File: config.mk
export PLATFORM = sky130hd
export DESIGN_NAME = csel_adder
export DESIGN_NICKNAME = d
export VERILOG_FILES = /design/src/rtl/csel_pkg.sv /design/src/rtl/csel_ripple.sv /design/src/rtl/csel_section.sv /design/src/rtl/csel_adder.sv
export SDC_FILE = /design/constraint.sdc
export NUM_CORES = 1
export LEC_CHECK = 0
export BUFFER_PORTS_ARGS = -buffer_cell sky130_fd_sc_hd__buf_2
export CAP_MARGIN = 10
export CORE_MARGIN = 3
export CORE_UTILIZATION = 40
export CTS_BUF_LIST = sky130_fd_sc_hd__clkbuf_2
export DETAILED_ROUTE_END_ITERATION = 10
export PLACE_DENSITY = 0.86
export REMOVE_ABC_BUFFERS = 1
export SETUP_SLACK_MARGIN = 0.4
export SLEW_MARGIN = 20
export SYNTH_ARGS = -nofsm -noshare
export SYNTH_HDL_FRONTEND = slang
export SYNTH_SLANG_ARGS = --single-unit
File: constraint.sdc
create_clock -name clk -period 22.1 [get_ports clk]
set_input_delay 1.105 -clock clk [delete_from_list [all_inputs] [get_ports clk]]
set_output_delay 1.105 -clock clk [all_outputs]
set_load 0.03 [all_outputs]
File: src/rtl/csel_pkg.sv
package csel_pkg;
  localparam int unsigned MAX_SECTIONS = 32;
  localparam int unsigned FIELD_BITS   = 8;

  typedef logic [MAX_SECTIONS*FIELD_BITS-1:0] width_list_t;

  function automatic int unsigned width_of(input width_list_t lst, input int unsigned k);
    return int'(lst[FIELD_BITS*k +: FIELD_BITS]);
  endfunction

  function automatic int unsigned base_of(input width_list_t lst, input int unsigned k);
    int unsigned acc;
    acc = 0;
    for (int unsigned i = 0; i < k; i++) acc += width_of(lst, i);
    return acc;
  endfunction
endpackage

File: src/rtl/csel_ripple.sv
module csel_ripple #(
  parameter int unsigned W = 4
) (
  input  logic [W-1:0] x,
  input  logic [W-1:0] y,
  input  logic         ci,
  output logic [W-1:0] s,
  output logic         co
);
  always_comb begin
    logic [W:0] c;
    logic [W-1:0] p;
    c[0] = ci;
    p    = x ^ y;
    for (int i = 0; i < int'(W); i++) begin
      s[i]   = p[i] ^ c[i];
      c[i+1] = (x[i] & y[i]) | (p[i] & c[i]);
    end
    co = c[W];
  end
endmodule

File: src/rtl/csel_section.sv
module csel_section #(
  parameter int unsigned W = 4
) (
  input  logic [W-1:0] x,
  input  logic [W-1:0] y,
  input  logic         sel,
  output logic [W-1:0] s,
  output logic         co
);
  logic [W-1:0] s_lo, s_hi;
  logic         co_lo, co_hi;

  csel_ripple #(.W(W)) u_zero (.x(x), .y(y), .ci(1'b0), .s(s_lo), .co(co_lo));
  csel_ripple #(.W(W)) u_one  (.x(x), .y(y), .ci(1'b1), .s(s_hi), .co(co_hi));

  assign s  = sel ? s_hi  : s_lo;
  assign co = sel ? co_hi : co_lo;
endmodule

File: src/rtl/csel_adder.sv
module csel_adder #(
  parameter int unsigned W    = 64,
  parameter int unsigned NSEC = 9,
  parameter logic [8*NSEC-1:0] SEC_W =
    {8'd11, 8'd10, 8'd9, 8'd8, 8'd7, 8'd6, 8'd5, 8'd4, 8'd4}
) (
  input  logic         clk,
  input  logic         rst,
  input  logic [W-1:0] a,
  input  logic [W-1:0] b,
  input  logic         cin,
  output logic [W-1:0] sum,
  output logic         cout
);
  localparam csel_pkg::width_list_t LIST = csel_pkg::width_list_t'(SEC_W);
  localparam int unsigned TOTAL = csel_pkg::base_of(LIST, NSEC);

  // the section list must cover the word exactly
  if (TOTAL != W || NSEC > csel_pkg::MAX_SECTIONS) begin : g_bad_split
    $error("section widths do not add up to the data width");
  end

  logic [NSEC:0]  chain;
  logic [W-1:0]   sum_c;

  assign chain[0] = cin;

  for (genvar k = 0; k < int'(NSEC); k++) begin : g_sec
    localparam int unsigned LO = csel_pkg::base_of(LIST, k);
    localparam int unsigned WK = csel_pkg::width_of(LIST, k);
    if (k == 0) begin : g_base
      csel_ripple #(.W(WK)) u_rc (
        .x(a[LO +: WK]), .y(b[LO +: WK]), .ci(chain[k]),
        .s(sum_c[LO +: WK]), .co(chain[k+1]));
    end else begin : g_sel
      csel_section #(.W(WK)) u_cs (
        .x(a[LO +: WK]), .y(b[LO +: WK]), .sel(chain[k]),
        .s(sum_c[LO +: WK]), .co(chain[k+1]));
    end
  end

  always_ff @(posedge clk) begin
    if (rst) begin
      sum  <= '0;
      cout <= 1'b0;
    end else begin
      sum  <= sum_c;
      cout <= chain[NSEC];
    end
  end
endmodule

==> flow_metrics.py <==
metrics = {
    "sta": {
        "worst_slew_pin_slew_ps": 768,
        "rsz0062_at_grt": "yes",
        "whs_ps": 993,
        "hold_viol": 0,
        "slew_headroom_pct": 48.8,
        "max_freq_ghz": 0.0457,
        "fin_crit_ps": 21870,
        "drv_slew": 0,
        "setup_violations": 0,
        "min_period_over_period_pct": 99.0,
    },
    "drt": {
        "via_count": 2450,
        "routed_wl_um": 8170,
        "drtPass1Iterations": 3,
        "wl_per_cell_um": 14.2,
        "routed_via_density": 4.27,
        "drc": 0,
        "drtIter0Drc": 28,
        "ant_nets": 0,
    },
    "yosys": {
        "synthFlopType": "dfxtp_1",
        "synth_seq_cells": 65,
        "async_flop_share_pct": 0,
        "netlist_top_cells_count": "dfxtp_1 (65), fa_1 (56), nor2b_1 (38)",
        "synth_area_leader_cell": "dfxtp_1",
        "synth_top_area_share_pct": 38.5,
        "synth.distinct_cells": 12,
        "syn_avg_cell_area_um2": 13.2,
        "syn_area_mm2": 0.00338,
        "synthTopCellsByArea": "dfxtp_1 (39%), fa_1 (33%), nor2b_1 (7.0%)",
        "syn_inst": 256,
        "synth_most_common_cell": "dfxtp_1",
        "yosys_warnings": 0,
        "synth_edf_count": 0,
        "ys_seq_area_share_pct": 38.5,
    },
    "final_layout": {
        "n_antenna_cell": 0,
        "fin_cells": 574,
        "drive_gt1_share_pct": 65.0,
        "area_growth_pct": 42.5,
        "layout.nets": 670,
    },
    "global_route": {
        "grt_use_met1_pct": 17.6,
        "grt_busiest_layer": "met2",
        "grt_pass1_wl_um": 13100,
        "grt_pass1_vias": 2819,
        "met3_usage_pct": 8.00,
        "antenna_found_initial": 0,
        "grt_usage_pct": 17.4,
        "grt_max_degree": 66,
        "use_met2_pct": 31.9,
        "grt.overflow.total": 0,
    },
    "hold_path": {
        "hold_class": "input port to register",
    },
    "floorplanning": {
        "ioPinCount": 196,
        "start_util_pct": 42.4,
        "die_w_um": 97.9,
        "die_height_um": 97.9,
        "rows": 32,
        "fp.coreArea_mm2": 0.00797,
        "die_area_mm2": 0.00958,
    },
    "clocking": {
        "clkSlewWorstSetupHoldPaths_ps": 200,
        "clock-sinks": 65,
        "clockBufferDepth": 2,
        "cts-hold-fix-buffers": 0,
        "root_buffer": "clkbuf_2",
        "htree_levels": 3,
        "cts_tree": "built",
        "cts_buffers": 9,
    },
    "run": {
        "drv_cap": 0,
    },
    "placed_design": {
        "gp_congestion": 0.792,
        "io_buffers": 195,
        "dp_hpwl_um": 6820,
        "placed_cells": 552,
    },
    "critical_path": {
        "worstPathArrival_ps": 22300,
        "start_kind": "input port",
        "slowest_stage": "fa_2",
        "max_stage_delay_ps": 400,
        "critPathMaxFanout": 2,
        "critPathCaptureType": "register",
        "worstPathRequired_ps": 22530,
        "crit_top_cell": "fa_2",
        "critPathKind": "input port to register",
    },
    "outcome": {
        "status": "finished clean",
    },
    "pwr": {
        "p_per_area_mw_per_mm2": 67.7,
        "peakVddDrop_uv": 35.2,
        "p_leak_nw": 2.34,
        "finalPower_mw": 0.326,
    },
}
[state kept, by name (all words and copies together), names as in the netlist]
name	flops
sum	64
cout	1
[cells in the final DEF (no fill, tap or decap)]
master     instances
a21oi_2            1
fa_1               1
inv_1             25
inv_4              2
nor2b_2           16
fa_2              55
ha_1              16
nor2b_1           37
clkinv_4           3
bufinv_16          1
buf_4             12
clkbuf_2           9
mux2i_4            1
xnor2_1            8
mux2i_2            4
mux2i_1            2
buf_2            193
buf_6              2
clkinv_2           3
nor2_2             1
inv_2              3
dfxtp_1           65
nor2b_4            1
nor2_1            11
[logic make-up after synthesis]
kind of cell               after synthesis  synth area share [%]
and+or+nand+nor                         66                  12.5
DFF                                     65                  38.5
adders and majority gates               72                  39.1
xor gates and xnor gates                 8                  2.08
buffers and inverters                   37                  5.49
muxes                                    7                  2.08
AOI/OAI and AO/OA                        1                 0.148
[timing repair]
action / in CTS / in global routing
buffers inserted: 4 / 2
setup endpoints to repair: 9 / 4
gates resized for setup: 58 / 15
pin swaps: 7 / 5
[final timing paths]
kind | start | to | cells after the start
min | b[63] | sum[63] | 4
max | cin | sum[63] | 70
[metrics by stage]
| stage | cell area (µm²) | worst slack, ps | util, % | TNS (ps) |
|---|---|---|---|---|
| floorplan | 3300 | -1740 | - | -6710 |
| global placement | 4450 | -2400 | 55.9 | -11340 |
| detailed placement | 4450 | -2910 | 55.9 | -15810 |
| CTS | 4750 | 61.2 | 59.6 | 0 |
| global route | 4810 | -194 | 60.4 | -194 |
| finish | 4810 | 227 | 60.4 | 0 |
[metal layers]
metal / part of all wire, % / vias up
li1: - / 1177
met3: 11 / 9
met2: 54 / 125
met4: 1.3 / 0
met5: 0 / -
met1: 33 / 1139
[final cells by class]
type                            instances  area [µm²]
Clock inverter                          7        71.3
Sequential cell                        65        1300
Multi-Input combinational cell        154        2070
Clock buffer                            9        45.0
Inverter                               30         118
Timing Repair Buffer                  207        1080
Fill cell                             646        3160
Tap cell                              102         128
[power breakdown]
| group | total, mW | switching (mW) | leakage (nW) | internal [mW] |
|---|---|---|---|---|
| clock | 0.0713 | 0.0451 | 0.0756 | 0.0262 |
| combinational | 0.118 | 0.0677 | 1.73 | 0.0498 |
| sequential | 0.137 | 0.00372 | 0.542 | 0.133 |
| total | 0.326 | 0.117 | 2.34 | 0.209 |
[worst max-delay path: cells and delay by family]
kind | cells | cell delay [ps]
AO/OA/AOI/OAI | 1 | 50
AND/OR/NAND/NOR | 2 | 210
buffers and inverters | 4 | 260
multiplexers | 7 | 1190
adder cells (fa/ha/maj) | 56 | 19460
(Power assumes the default switching activity.)
